[src/rtl/srx_pkg.sv]
package srx_pkg;
  localparam int DATA_W  = 8;
  localparam int ENTRY_W = DATA_W + 2;
  localparam int PE_BIT  = DATA_W;
  localparam int FE_BIT  = DATA_W + 1;

  localparam logic [1:0] FMT_8N  = 2'd0;
  localparam logic [1:0] FMT_7P  = 2'd1;
  localparam logic [1:0] FMT_8X  = 2'd2;
  localparam logic [1:0] FMT_8N2 = 2'd3;

  typedef enum logic [2:0] {
    RX_IDLE, RX_START, RX_BITS, RX_STOP, RX_HOLD
  } rx_state_e;
endpackage

[src/rtl/srx_deframer.sv]
module srx_deframer import srx_pkg::*; #(
  parameter int OVS = 16
) (
  input  logic               clk,
  input  logic               rst_n,
  input  logic               line_s,
  input  logic               tick,
  input  logic               en,
  input  logic [1:0]         fmt,
  input  logic               odd_par,
  output logic               push,
  output logic [ENTRY_W-1:0] entry,
  output logic               busy
);
  localparam int CNT_W = $clog2(OVS);
  localparam logic [CNT_W-1:0] MID_M1  = CNT_W'(OVS/2 - 1);
  localparam logic [CNT_W-1:0] FULL_M1 = CNT_W'(OVS - 1);

  rx_state_e         state;
  logic [CNT_W-1:0]  cnt;
  logic [3:0]        idx;
  logic [3:0]        last_idx;
  logic [DATA_W-1:0] sh;
  logic              pe_calc;
  logic [DATA_W-1:0] data_out;

  always_comb begin
    case (fmt)
      FMT_7P:  last_idx = 4'd7;
      FMT_8X:  last_idx = 4'd8;
      default: last_idx = 4'd7;
    endcase
  end

  // Parity is checked only in the 7-bit format; the 8-bit formats report 0.
  always_comb begin
    if (fmt == FMT_7P) begin
      pe_calc  = (^sh) ^ odd_par;
      data_out = {1'b0, sh[6:0]};
    end else begin
      pe_calc  = 1'b0;
      data_out = sh;
    end
  end

  assign busy = (state != RX_IDLE);

  always_ff @(posedge clk or negedge rst_n) begin
    if (!rst_n) begin
      state <= RX_IDLE;
      cnt   <= '0;
      idx   <= '0;
      sh    <= '0;
      push  <= 1'b0;
      entry <= '0;
    end else begin
      push <= 1'b0;
      if (!en) begin
        state <= RX_IDLE;
        cnt   <= '0;
      end else if (tick) begin
        case (state)
          RX_IDLE: begin
            if (!line_s) begin
              state <= RX_START;
              cnt   <= '0;
            end
          end
          RX_START: begin
            if (cnt == MID_M1) begin
              cnt <= '0;
              idx <= '0;
              state <= line_s ? RX_IDLE : RX_BITS;
            end else begin
              cnt <= cnt + 1'b1;
            end
          end
          RX_BITS: begin
            if (cnt == FULL_M1) begin
              cnt <= '0;
              if (idx < 4'd8) sh[idx[2:0]] <= line_s;
              if (idx == last_idx) state <= RX_STOP;
              else idx <= idx + 1'b1;
            end else begin
              cnt <= cnt + 1'b1;
            end
          end
          RX_STOP: begin
            if (cnt == FULL_M1) begin
              cnt   <= '0;
              push  <= 1'b1;
              entry <= {~line_s, pe_calc, data_out};
              state <= line_s ? RX_IDLE : RX_HOLD;
            end else begin
              cnt <= cnt + 1'b1;
            end
          end
          RX_HOLD: begin
            if (line_s) state <= RX_IDLE;
          end
          default: state <= RX_IDLE;
        endcase
      end
    end
  end
endmodule

[src/rtl/srx_fifo.sv]
module srx_fifo #(
  parameter int W     = 10,
  parameter int DEPTH = 16
) (
  input  logic                         clk,
  input  logic                         rst_n,
  input  logic                         flush,
  input  logic                         push,
  input  logic [W-1:0]                 wdata,
  input  logic                         pop,
  output logic [W-1:0]                 rdata,
  output logic                         empty,
  output logic                         full,
  output logic [$clog2(DEPTH):0]       count
);
  localparam int AW = $clog2(DEPTH);

  logic [W-1:0]  mem [DEPTH];
  logic [AW-1:0] wr_ptr, rd_ptr;
  logic          do_pop, do_push;

  assign empty   = (count == '0);
  assign full    = (count == (AW+1)'(DEPTH));
  assign do_pop  = pop && !empty && !flush;
  assign do_push = push && (!full || do_pop) && !flush;
  assign rdata   = mem[rd_ptr];

  always_ff @(posedge clk or negedge rst_n) begin
    if (!rst_n) begin
      wr_ptr <= '0;
      rd_ptr <= '0;
      count  <= '0;
    end else if (flush) begin
      wr_ptr <= '0;
      rd_ptr <= '0;
      count  <= '0;
    end else begin
      if (do_push) wr_ptr <= (wr_ptr == AW'(DEPTH-1)) ? '0 : wr_ptr + 1'b1;
      if (do_pop)  rd_ptr <= (rd_ptr == AW'(DEPTH-1)) ? '0 : rd_ptr + 1'b1;
      if (do_push && !do_pop) count <= count + 1'b1;
      else if (do_pop && !do_push) count <= count - 1'b1;
    end
  end

  always_ff @(posedge clk) begin
    if (do_push) mem[wr_ptr] <= wdata;
  end
endmodule

[src/rtl/srx_idle_timer.sv]
module srx_idle_timer #(
  parameter int OVS = 16,
  parameter int TW  = 8
) (
  input  logic          clk,
  input  logic          rst_n,
  input  logic          tick,
  input  logic          restart,
  input  logic [TW-1:0] limit,
  output logic          expired
);
  localparam int PW = $clog2(OVS);

  logic [PW-1:0] pre;
  logic [TW-1:0] periods;

  always_ff @(posedge clk or negedge rst_n) begin
    if (!rst_n) begin
      pre     <= '0;
      periods <= '0;
    end else if (restart) begin
      pre     <= '0;
      periods <= '0;
    end else if (tick) begin
      if (pre == PW'(OVS-1)) begin
        pre <= '0;
        if (periods != '1) periods <= periods + 1'b1;
      end else begin
        pre <= pre + 1'b1;
      end
    end
  end

  assign expired = (limit != '0) && (periods >= limit);
endmodule

[src/rtl/serial_rx_tagged.sv]
module serial_rx_tagged import srx_pkg::*; #(
  parameter int OVS   = 16,
  parameter int DEPTH = 16,
  parameter int TMO_W = 8
) (
  input  logic               clk,
  input  logic               rst_n,
  input  logic               rx_line,
  input  logic               tick16,
  input  logic               rx_en,
  input  logic [1:0]         rx_mode,
  input  logic               odd_parity,
  input  logic [TMO_W-1:0]   idle_limit,
  input  logic               rx_ready,
  input  logic               flush,
  output logic               rx_valid,
  output logic [ENTRY_W-1:0] rx_data,
  output logic               half_full,
  output logic               overrun,
  output logic               timeout
);
  localparam int CW = $clog2(DEPTH) + 1;

  logic [1:0]         sync_q;
  logic               fr_push;
  logic [ENTRY_W-1:0] fr_entry;
  logic               fr_busy;
  logic               f_empty, f_full;
  logic [CW-1:0]      f_count;
  logic               pop;

  always_ff @(posedge clk or negedge rst_n) begin
    if (!rst_n) sync_q <= 2'b11;
    else        sync_q <= {sync_q[0], rx_line};
  end

  srx_deframer #(.OVS(OVS)) u_deframer (
    .clk(clk), .rst_n(rst_n), .line_s(sync_q[1]), .tick(tick16), .en(rx_en),
    .fmt(rx_mode), .odd_par(odd_parity),
    .push(fr_push), .entry(fr_entry), .busy(fr_busy)
  );

  assign pop = rx_ready && !f_empty;

  srx_fifo #(.W(ENTRY_W), .DEPTH(DEPTH)) u_fifo (
    .clk(clk), .rst_n(rst_n), .flush(flush), .push(fr_push), .wdata(fr_entry),
    .pop(pop), .rdata(rx_data), .empty(f_empty), .full(f_full), .count(f_count)
  );

  always_ff @(posedge clk or negedge rst_n) begin
    if (!rst_n)                             overrun <= 1'b0;
    else if (flush || pop)                  overrun <= 1'b0;
    else if (fr_push && f_full)             overrun <= 1'b1;
  end

  srx_idle_timer #(.OVS(OVS), .TW(TMO_W)) u_timer (
    .clk(clk), .rst_n(rst_n), .tick(tick16),
    .restart(fr_push || pop || flush || f_empty || fr_busy),
    .limit(idle_limit), .expired(timeout)
  );

  assign rx_valid  = !f_empty;
  assign half_full = (f_count >= CW'(DEPTH/2));
endmodule

[config.mk]
export PLATFORM = sky130hd
export DESIGN_NAME = serial_rx_tagged
export DESIGN_NICKNAME = d
export VERILOG_FILES = /design/src/rtl/srx_pkg.sv /design/src/rtl/srx_deframer.sv /design/src/rtl/srx_fifo.sv /design/src/rtl/srx_idle_timer.sv /design/src/rtl/serial_rx_tagged.sv
export SDC_FILE = /design/constraint.sdc
export NUM_CORES = 1
export LEC_CHECK = 0
export BUFFER_PORTS_ARGS = -buffer_cell sky130_fd_sc_hd__buf_2
export CAP_MARGIN = 20
export CORE_ASPECT_RATIO = 0.5
export CORE_UTILIZATION = 60
export CTS_CLUSTER_DIAMETER = 100
export DETAILED_ROUTE_END_ITERATION = 8
export GPL_TIMING_DRIVEN = 1
export HOLD_SLACK_MARGIN = 0.02
export PLACE_DENSITY = 0.77
export SKIP_LAST_GASP = 1
export SLEW_MARGIN = 0
export SYNTH_ARGS = -nofsm -noshare
export SYNTH_HDL_FRONTEND = slang
export SYNTH_HIERARCHICAL = 1
export SYNTH_SLANG_ARGS = --single-unit
[constraint.sdc]
create_clock -name clk -period 4.2 [get_ports clk]
set_input_delay 0 -clock clk [delete_from_list [all_inputs] [get_ports clk]]
set_output_delay 0 -clock clk [all_outputs]
set_load 0.01 [all_outputs]
; After elaboration in Yosys (flattened, before gate mapping)
; Memories as Yosys holds them, arrays and structs flattened.
; Index checks and enable logic that the tools add are counted.
[word_totals]
regBits = 58
mem_bits_rw = 160
in_bits = 18
output_inout_bits = 14
word_cells = 146
mem_count = 1
[memory_table]
columns = memory, depth, width, rd, rd_clocked_by_memory_dff, write_ports, line
row1 = u_fifo.mem, 16, 10, 1, 0, 1, srx_fifo.sv:18  ; logic [W-1:0] mem [DEPTH];
[classes]
add_sub_neg = 8
order_cmp = 5
eq_ne = 25
n_mux = 51
bitwise = 2
n_reduce_logical = 41
[ops]
columns = cell, n
row1 = $mux 4, 18
row2 = $mux 8, 5
row3 = $mux 3, 9
row4 = $add 4x1->4 const B, 5
row5 = $eq 4x4->1 const B, 4
row6 = $mux 5, 3
row7 = $pmux 3 s5, 1
row8 = $reduce_bool 2->1, 7
row9 = $ne 3x2->1 const B, 4
row10 = $pmux 4 s3, 1
row11 = $logic_and 1x1->1, 10
row12 = $mux 1, 10
row13 = $add 8x1->8 const B, 1
row14 = $bwmux 8, 1
row15 = $ge 8x8->1, 1
row16 = $ne 8x8->1 const B, 1
row17 = $pmux 4 s2, 1
row18 = $reduce_bool 8->1, 1
row19 = $reduce_xor 8->1, 1
row20 = $reduce_and 7->1, 1
row21 = $eq 3x2->1 const B, 2
row22 = $logic_or 1x1->1, 6
row23 = $ne 3x3->1 const B, 2
row24 = $reduce_and 3->1, 2
row25 = 28 further kinds, 35

; Longest topological paths before layout
; Gate-level depths: netlist of run 1.
[logic_depth]
depth_word = 13
depth_mapped = 12
ltp_nobuf = 11

; Hierarchy
; The synthesis of run 1 kept the hierarchy.
[by_module_without_submodules]
columns = module, n_inst, cells_per_inst, area_each_um2, seq_area_each_um2
row1 = srx_fifo, 1, 413, 7109.3, 5129.9
row2 = srx_deframer, 1, 162, 1622.8, 750.7
row3 = srx_idle_timer, 1, 92, 874.6, 300.3
row4 = serial_rx_tagged, 1, 11, 123.9, 77.6

; Least setup slack after synthesis of run 1
; OpenSTA, ideal clock, no wires.
[synth_path]
path_kind = register to register
from = register u_fifo.count[0]
to = register u_fifo.count[3]
setup_ns = 0.078
arrival_time_ns = 2.834
slack_ns = 1.288
stages_incl_launch_ff = 13
path_buffers = 1
period_less_slack_ns = 2.912
path_cell_list = dfrtp_1 > or4_1 > buf_2 > nor2_1 > nor2b_2 > nand2b_1 > a31oi_1 > nand3_1 > ha_1 > nand3_1 > a21o_1 > a2111oi_0 > o21bai_1
[synth_via]
elab_chain_len = 11
elab_cells_between_ends = 20
classes_between = 2 x add/sub / 1 x eq/ne / 3 x mux / 14 x reduce/logical
[synth_rtl]
columns = item, line
row1 = "start, declared", srx_fifo.sv:14  ; output logic [$clog2(DEPTH):0] count
row2 = "start signal, assigned", srx_fifo.sv:40  ; if (do_push && !do_pop) count <= count + 1'b1;
row3 = "start signal, assigned", srx_fifo.sv:41  ; else if (do_pop && !do_push) count <= count - 1'b1;
row4 = $logic_not 5->1 (*), srx_fifo.sv:22  ; assign empty = (count == '0);
row5 = via f_empty, serial_rx_tagged.sv:28  ; logic f_empty, f_full;
row6 = $logic_not 1->1 (*), serial_rx_tagged.sv:43  ; assign pop = rx_ready && !f_empty;
row7 = $logic_and 1x1->1 (*), serial_rx_tagged.sv:43
row8 = via pop, serial_rx_tagged.sv:30  ; logic pop;
row9 = $logic_and 1x1->1 (*) (2 in series), srx_fifo.sv:24  ; assign do_pop = pop && !empty && !flush;
row10 = $logic_or 1x1->1, srx_fifo.sv:25  ; assign do_push = push && (!full || do_pop) && !flush;
row11 = $logic_and 1x1->1 (2 in series), srx_fifo.sv:25
row12 = $logic_and 1x1->1 or $logic_not 1->1 (tied branches), "srx_fifo.sv:40, srx_fifo.sv:41"
row13 = $mux 5 or $logic_and 1x1->1 (tied branches), "srx_fifo.sv:40, srx_fifo.sv:41"
row14 = $mux 5 or $reduce_bool 3->1 (tied branches), --
; The timed path passes the listed nets; every way through them passes the cells marked *. The select of a mux whose other input is x is not followed.
; A chain may end at the register's enable or synchronous reset.

; Worst setup path in the final report of run 1
[layout_path]
from = register u_fifo.count[0]
to = register u_fifo.count[4]
; Same word-level chain as after synthesis.

==> impl.org, run 1 <==
** Yosys
- In the synthesized netlist the dominant register cell turns out to be sky130_fd_sc_hd__edfxtp_1.
- In this run the mean area of a mapped cell was about 14 sq um.
- Synth async-reset ratio :: a little over a quarter
- Cell type with the largest total area after synthesis :: sky130_fd_sc_hd__edfxtp_1
- Summed over its instances, the top area cell type makes up between 40% and 50% of the synthesized netlist area.
- Ranked by total cell area, the synthesized netlist is headed by sky130_fd_sc_hd__edfxtp_1, sky130_fd_sc_hd__dfrtp_1, sky130_fd_sc_hd__mux2i_1.
- Sorting the synthesized cells by how often they occur yields sky130_fd_sc_hd__edfxtp_1, sky130_fd_sc_hd__nand2_1, sky130_fd_sc_hd__dfrtp_1.
- Count of different cell masters after synthesis :: 72
- The Yosys step of the flow raised 6 warnings.
- Counting flops and latches in the post-synthesis netlist gives 218.
- Register area share after synthesis :: 64.32%
- Synthesized area :: slightly below 10000 sq um
- Synthesized instance count :: between 600 and 700
- By instance count, the leading cell after synthesis is sky130_fd_sc_hd__edfxtp_1.
- The synthesized design contains 160 enable-type register cells.
- Number of nets in the synthesized netlist :: ~700

** Routing
- The detail route stage leaves a number of antenna-violating nets equal to 0.
- Count of vias placed by the detailed router :: approximately 5800
- Average routed wire per standard cell :: between 20 and 25 um
- For this block, the routed nets add up to approximately 19 mm of wire.
- The first TritonRoute pass finished after 7 iterations.
- The detailed router finished its first iteration with about 550 violations.
- After detailed routing, the number of remaining DRC violations is 0.
- Number of vias per cell after detailed routing :: roughly 6.2

** GRT
- Initial antenna violation count :: 0
- The first global-routing pass estimated slightly above 30 mm of wire.
- Vias in the first global route :: between 5000 and 6000
- Aggregate global routing overflow :: 0
- Tot GR Track Use :: between 20% and 30%
- Entering global routing, the biggest net connects 59 pins.

** Place
- Once detailed placement completed, the half-perimeter wirelength came to between 10 and 15 mm.
- Routability-driven placement finished with a final weighted congestion of 0.8461.
- Buffers added on ports :: 31

** Setup path
- STA classifies the critical path endpoint as a flip-flop.
- Among all stages on the critical path, the largest delay is contributed by sky130_fd_sc_hd__a31oi_1.
- STA classifies the critical path startpoint as a flip-flop.
- Critical-path maximum fanout :: 8
- The critical path goes through or4_1 > nor2_1 > nor2b_2 > nand2b_1 > a31oi_1 > nand3_1 > ha_1 > a21oi_1 > and4b_1 > o21bai_1 > a41oi_1.
- At the worst endpoint, the arrival time is between 3000 and 4000 ps.
- Critical path's largest stage delay :: 520 ps
- Start-to-end type of the worst setup path :: reg2reg
- Critical Path RT :: 4600 ps

** CTS
- The later pin in the worst-skew pair is clocked with a latency of 500 ps.
- Gates resized during post-CTS repair numbered 0.
- Maximum level of the CTS H-tree :: 1
- TritonCTS created 20 clock buffers.
- Sink count of the clock tree :: between 200 and 250
- TritonCTS clock tree :: done
- Clock slew at reported path FFs :: ~60 ps
- The tree is rooted in a sky130_fd_sc_hd__clkbuf_16.
- In this run the deepest clock path goes through 3 buffers.

** STA
- Setup violations remaining at the end of the flow were counted as 0.
- The number of hold-slack violations in the final timing report is 0.
- Unrepaired setup endpoints after global routing :: no
- Timing would allow up to 295.6 MHz.
- Setup clock skew after layout :: about 18 ps
- For the pin with the worst max-slew slack, the measured transition is approximately 1100 ps.
- Setup Total Neg Slack :: 0 ps
- Max-slew headroom at the worst pin :: between 20% and 30%
- Final count of pins violating max slew :: 0
- Min Clock Period, post-route :: 3383 ps
- The worst path uses 80.54% of the clock period.

** Pwr
- Summed over all cells, the static leakage comes to between 4 and 5 nW.
- Dividing total power by cell area gives a power density of 450.7 nW/um^2.
- IR analysis of the VDD net gives a maximum drop of around 0.00034 V.

** Floorplan
- In this run the core area contains 32 standard-cell rows.
- The floorplan step defined a die boundary enclosing 16760 sq um.
- Effective utilization at floorplan :: 62.32%
- Die Wd :: 182.1 um
- Number of top-level pins :: 32
- After floorplanning, the core was sized to cover 15620 sq um.
- Height of the chip :: ~92 um

** Finish
- Of the cells placed in the final design, the portion with a size suffix greater than 1 is ~16%.
- Final core utilization :: between 60% and 70%
- Number of nets in the layout :: about 760
- Antenna diode count :: 0
- Relative area change from synthesis to final layout :: 10.89%

** Flow run
- Across the run, the number of max-cap violations was 0.

** Status
- The run finished with clean final reports.

** Worst hold path
- The path class of the tightest hold or removal check is in2reg.
==> worst paths after layout <==
kind,start,endpoint,slack (ps),depth (start not counted)
setup / recovery,u_fifo/count[0],u_fifo/count[4],820,11
hold / removal,rx_line,sync_q[0],160,2
setup reg to reg,u_fifo/count[0],u_fifo/count[4],820,11
hold reg to reg,sync_q[0],sync_q[1],360,0
max in group asynchronous,rst_n,u_fifo/rd_ptr[0],3460,3
min in group asynchronous,rst_n,u_fifo/rd_ptr[0],200,3
==> power by group <==
part | total [mW] | switching, mW | internal (mW)
Clock | 1.80 | 0.784 | 1.02
Combinational | 0.552 | 0.253 | 0.298
Sequential | 2.51 | 0.191 | 2.32
Total | 4.86 | 1.23 | 3.63
==> registers in the layout, summed over array words and instances, names as in the netlist, 2 cells and up <==
name and flops:
u_fifo/wr_ptr 4, sync_q 2, u_timer/periods 8, u_deframer/idx 4, u_fifo/mem 160, u_deframer/state 3, u_deframer/entry 10, u_deframer/cnt 4
u_deframer/sh 8, u_fifo/rd_ptr 4, u_timer/pre 4, u_fifo/count 5
==> layout by cell type, fill, tap and decap left out, types with 4 or more instances in the layout <==
cell                              n
sky130_fd_sc_hd__edfxtp_1       160
sky130_fd_sc_hd__nand2_1         59
sky130_fd_sc_hd__dfrtp_1         55
sky130_fd_sc_hd__mux2i_1         49
sky130_fd_sc_hd__nor2_1          45
sky130_fd_sc_hd__buf_2           31
sky130_fd_sc_hd__inv_1           21
sky130_fd_sc_hd__clkbuf_16       21
sky130_fd_sc_hd__ha_1            21
sky130_fd_sc_hd__a221oi_1        20
sky130_fd_sc_hd__mux4_2          20
sky130_fd_sc_hd__o21ai_0         17
sky130_fd_sc_hd__nand3_1         15
sky130_fd_sc_hd__a21oi_1         13
sky130_fd_sc_hd__xnor2_1         12
sky130_fd_sc_hd__nand2b_1        10
sky130_fd_sc_hd__a22oi_1         10
sky130_fd_sc_hd__dlygate4sd3_1    8
sky130_fd_sc_hd__mux2_2           8
sky130_fd_sc_hd__o31ai_1          7
sky130_fd_sc_hd__nor3_1           6
sky130_fd_sc_hd__clkinvlp_4       5
sky130_fd_sc_hd__buf_4            5
sky130_fd_sc_hd__or3_1            5
sky130_fd_sc_hd__nand4_1          5
sky130_fd_sc_hd__nor2b_1          5
sky130_fd_sc_hd__nor4_1           5
sky130_fd_sc_hd__clkinv_1         4
sky130_fd_sc_hd__nand3b_1         4
sky130_fd_sc_hd__and2_1           4
==> area by class of cell <==
type                    count  area, sq um
flip-flops and latches    218         6262
repair buffers             44        272.8
multi-input cells         409         3261
inverters                  22        82.58
clock buffers              24        556.8
fillers                  1068         4825
well taps                 204        255.2
clock inverters            12        100.1
==> what timing repair did <==
| action | 4_1_cts | 5_1_grt |
|---|---|---|
| hold buffers | 8 | 0 |
| buffers inserted | 0 | 0 |
| hold endpoints to repair | 76 | 0 |
==> worst max-delay path, delay by kind of cell (launching register included) <==
| family | cells | cell delay, ps |
|---|---|---|
| AO/OA/AOI/OAI | 4 | 1050 |
| adder cells (fa/ha/maj) | 1 | 420 |
| flip-flops | 1 | 450 |
| AND/OR/NAND/NOR | 6 | 1370 |
==> stage by stage <==
stage               setup slack (ps)  hold WS [ps]  cell area (sq um)  instances  total power, mW
global route                   511.7         167.2              10790        933            5.039
detailed placement             849.7         111.1              10050        889            3.100
floorplan                       1288        -295.6               9731        678            2.955
finish                         817.2         160.9              10790        933            4.863
CTS                            854.7         145.5              10790        933            4.896
global placement                1041         107.9              10050        889            3.077
==> logic make-up (layout without fill, tap and decap cells) <==
family / Yosys count / count (layout) / share of synthesized area, %
xor gates and xnor gates: 16 / 16 / 1.582
muxes: 80 / 80 / 10.94
adders and majority gates: 22 / 22 / 2.906
buffers and inverters: 51 / 102 / 2.199
AOI/OAI and AO/OA: 102 / 102 / 7.869
and+or+nand+nor: 189 / 189 / 10.18
DFF: 218 / 218 / 64.32
==> per-layer routing <==
layer  up-vias  part of all wire, %  global-route usage (%)
met5         -                    0                       0
met4         0                  1.6                   5.462
met3        24                  7.2                   4.369
met2       200                   48                   38.83
met1      2907                   44                   33.16
li1       2675                    -                       -
Note: power is estimated with default switching activity, not from simulation.
==> run 2: changes to the inputs <==
==> constraint.sdc (replaced) <==
create_clock -name clk -period 3.5 [get_ports clk]
set_input_delay 0 -clock clk [delete_from_list [all_inputs] [get_ports clk]]
set_output_delay 0 -clock clk [all_outputs]
set_load 0.01 [all_outputs]
==> run 2 against run 1 <==
Effect of this change:
- register-to-register slack lost 510 ps
- power grew 22%
- largest cell class unchanged
- sequential power grew 16%
- wire length grew 4.4%
- global-route usage grew 1.1 points
- design area grew 1.3%
- first-iteration DRC count grew 31%
- die area is the same
- worst setup slack lost 510 ps
- via count grew 2.3%
- fmax grew 5.8%
- count of clock-buffer cells in the layout grew 5
- critical endpoint is now u_fifo/count[3]
==> impl.org, run 2 (same netlist as run 1, synthesis figures left out) <==
** Routing
- Count of vias placed by the detailed router :: 5940 (was 5806)
- The average wire length per cell after detail routing was 21.01 um (was 20.44 um).
- DRC Markers :: 0 (unchanged)
- The number of detailed-routing iterations run before antenna repair is 5 (was 7).
- The iteration-0 DRC count of the detailed router came to 719 (was 547).
- Antenna Violating Nets Remaining :: 0 (unchanged)
- The final wirelength is 19.91 mm (was 19.07 mm).
- The average via count per standard cell was 6.266 (was 6.223).

** Floorplan
- The core area was 15620 sq um (unchanged).
- The overall die area came to 16760 sq um (unchanged).
- Effective utilization at floorplan :: 62.32% (unchanged)
- The y dimension of the die is 92.05 um (unchanged).
- The top-level I/O count came to 32 (unchanged).
- Die Wd :: 182.1 um (unchanged)
- The standard-cell row count is 32 (unchanged).

** Place
- Cell area after placement :: 10180 sq um (was 10050 sq um)
- Post-Place Cells :: 904 (was 889)
- Placed wire-length estimate after detailed placement :: 12.72 mm (was 11.67 mm)
- Buffers added on ports :: 31 (unchanged)
- The placer's final routability congestion estimate came to 0.8444 (was 0.8461).

** GRT
- Vias in the first global route :: 5816 (was 5620)
- The total routing usage reported by global routing is 24.71% (was 23.62%).
- The total congestion overflow after global routing is 0 (unchanged).
- The maximum number of pins on one net before global-route repair was 31 (was 59).
- The global-route wire length before repair was 31.57 mm (was 30.35 mm).
- Initial antenna violation count :: 0 (unchanged)

** Finish
- Register with the highest flop count :: u_fifo/mem (unchanged)
- Most common cell after layout, fill and taps aside :: sky130_fd_sc_hd__edfxtp_1 (unchanged)
- Flip-flop count of the largest register, all copies and words added :: 160 (unchanged)
- Ratio of cells with drive above 1 in the final layout :: 17.07% (was 16.19%)
- Number of fill cells in the layout :: 1014 (was 1068)
- The filler-free cell count of the finished design was 948 (was 933).
- The area of all sequential standard cells came to 6262 sq um (unchanged).
- Relative area change from synthesis to final layout :: 12.37% (was 10.89%)
- Top Registers: u_fifo/mem (160), u_deframer/entry (10) (unchanged).
- The area used by multi-input combinational logic was 3264 sq um (was 3261 sq um).
- Most used cells in the layout excluding fill and tap cells :: sky130_fd_sc_hd__edfxtp_1, sky130_fd_sc_hd__nand2_1, sky130_fd_sc_hd__dfrtp_1 (unchanged)
- The total non-filler cell area in the finished layout is 10930 sq um (was 10790 sq um).
- The final antenna diode count was 0 (unchanged).
- Number of nets in the layout :: 770 (was 755)

** Setup path
- The end of the worst register-to-register path is u_fifo/count[3] (was u_fifo/count[4]).
- The worst endpoint data arrival time was 3610 ps (was 3790 ps).
- Worst flop-to-flop path startpoint :: u_fifo/count[1] (was u_fifo/count[0])
- The worst setup path startpoint was u_fifo/count[1] (was u_fifo/count[0]).
- Critical-path maximum fanout :: 8 (unchanged)
- The critical path endpoint category was a flip-flop (unchanged).
- The minimum setup slack among reg-to-reg paths came to 300 ps (was 820 ps).
- Nature of the critical path startpoint :: flip-flop (unchanged)
- The depth of the worst register-to-register path came to 11 (unchanged).
- Setup crit end :: u_fifo/count[3] (was u_fifo/count[4])
- Start-to-end type of the worst setup path :: reg2reg (unchanged)
- The required time at the endpoint of the critical path was 3910 ps (was 4600 ps).

** Worst hold path
- The worst hold-check path type was in2async (was in2reg).

** Pwr
- The power density relative to cell area came to 543.1 nW/um^2 (was 450.7 nW/um^2).
- The static leakage power was 4.400 nW (was 4.298 nW).
- PnR Total Power :: 5.938 mW (was 4.863 mW)
- The largest voltage drop on the vdd net came to 0.0003154 V (was 0.0003429 V).

** STA
- The final sum of negative setup slack came to 0 ps (unchanged).
- The clock period minus worst slack is 3197 ps (was 3383 ps).
- Part of the cycle the worst path needs :: 91.33% (was 80.54%)
- The worst max-slew margin expressed relative to the limit came to 41.77% (was 27.71%).
- The final count of negative-setup-slack endpoints came to 0 (unchanged).
- The maximum clock frequency came to 312.8 MHz (was 295.6 MHz).
- The clock tree skew after final layout is 13.90 ps (was 18.31 ps).
- Final count of pins violating max slew :: 0 (unchanged)
- Unrepaired setup endpoints after global routing :: no (unchanged)
- Actual transition at the worst max-transition pin :: 873.4 ps (was 1080 ps)
- Final hold violation count :: 0 (unchanged)

** Flow run
- The number of maximum-capacitance violations was 0 (unchanged).

** CTS
- CTS Buffer Depth :: 3 (unchanged)
- Insertion delay to the later sink of the worst-skew pair :: 490 ps (was 500 ps)
- TritonCTS clock tree :: done (unchanged)
- Sink count of the clock tree :: 218 (unchanged)
- Buffer cell driving the clock tree root :: sky130_fd_sc_hd__clkbuf_16 (unchanged)
- The clock slew at the register clock pins of the worst setup and hold paths is 60 ps (about the same).
- Number of setup buffers added after CTS :: 0 (unchanged)
- Number of clock buffers inserted by TritonCTS :: 20 (unchanged)
- Maximum level of the CTS H-tree :: 1 (unchanged)

** Status
- Run status :: finished clean (unchanged)
## run 2: cell count changes in the layout (fill, tap and decap cells not counted), sizes merged
cell | previous run | this run
clkinv | 6 | 5
bufinv | 1 | 3
clkbuf | 24 | 29
clkinvlp | 5 | 0
buf | 36 | 51
inv | 22 | 21
## run 2: how the worst min path moves through the flow
stage	start	end	slack, ps
floorplan	rst_n	overrun	-300
global placement	rst_n	u_timer/periods[4]	90
detailed placement	rst_n	u_timer/periods[4]	90
CTS	rst_n	u_timer/periods[3]	120
global route	rx_line	sync_q[0]	150
finish	rst_n	u_timer/periods[4]	100
## run 2: area by class of cell
class | count | area share (%)
multi-input cells | 409 | 29.85
repair buffers | 59 | 3.639
inverters | 22 | 0.7552
clock inverters | 7 | 0.9727
flip-flops and latches | 218 | 57.27
clock buffers | 29 | 5.172
well taps | 204 | 2.334
## run 2: layer usage
layer / vias up / GRT usage (%) / wire, um
met2: 258 / 39.85 / 9296
met1: 2931 / 35.01 / 8530
met5: - / 0 / 0
met4: 0 / 5.882 / 388
li1: 2703 / - / -
met3: 48 / 4.925 / 1697
## run 2: repair_timing
item / in CTS / in global routing
hold endpoints to repair: 48 / 0
endpoints found under the setup margin: 0 / 2
hold buffers: 8 / 0
gates resized for setup: 0 / 1
## run 2: critical path: stages, from the launching register on
cell and delay (ps):
sky130_fd_sc_hd__dfrtp_1 440, sky130_fd_sc_hd__or4_1 650, sky130_fd_sc_hd__nor2_1 250, sky130_fd_sc_hd__nor2b_2 140, sky130_fd_sc_hd__nand2b_1 100, sky130_fd_sc_hd__a31oi_2 180
sky130_fd_sc_hd__nand3_1 290, sky130_fd_sc_hd__ha_1 290, sky130_fd_sc_hd__a21oi_1 200, sky130_fd_sc_hd__nand3_1 100, sky130_fd_sc_hd__a2111oi_0 330, sky130_fd_sc_hd__o21bai_1 160
## run 2: power by group
group | internal [mW] | total [mW] | switching [mW] | leakage [nW]
sequential | 2.79 | 2.91 | 0.122 | 2.66
combinational | 0.367 | 0.788 | 0.421 | 1.42
clock | 1.34 | 2.24 | 0.897 | 0.325
total | 4.50 | 5.94 | 1.44 | 4.40
## run 2: metrics by stage
step                      utilization [%]  worst slack [ps]  hold WS, ps
after floorplan                         -             588.3       -295.6
after global placement              65.17             354.9        86.05
after detailed placement            65.17             182.9        85.29
after CTS                           69.98             170.6        119.4
after global routing                70.02             51.00        154.8
final                               70.02             303.5        102.5
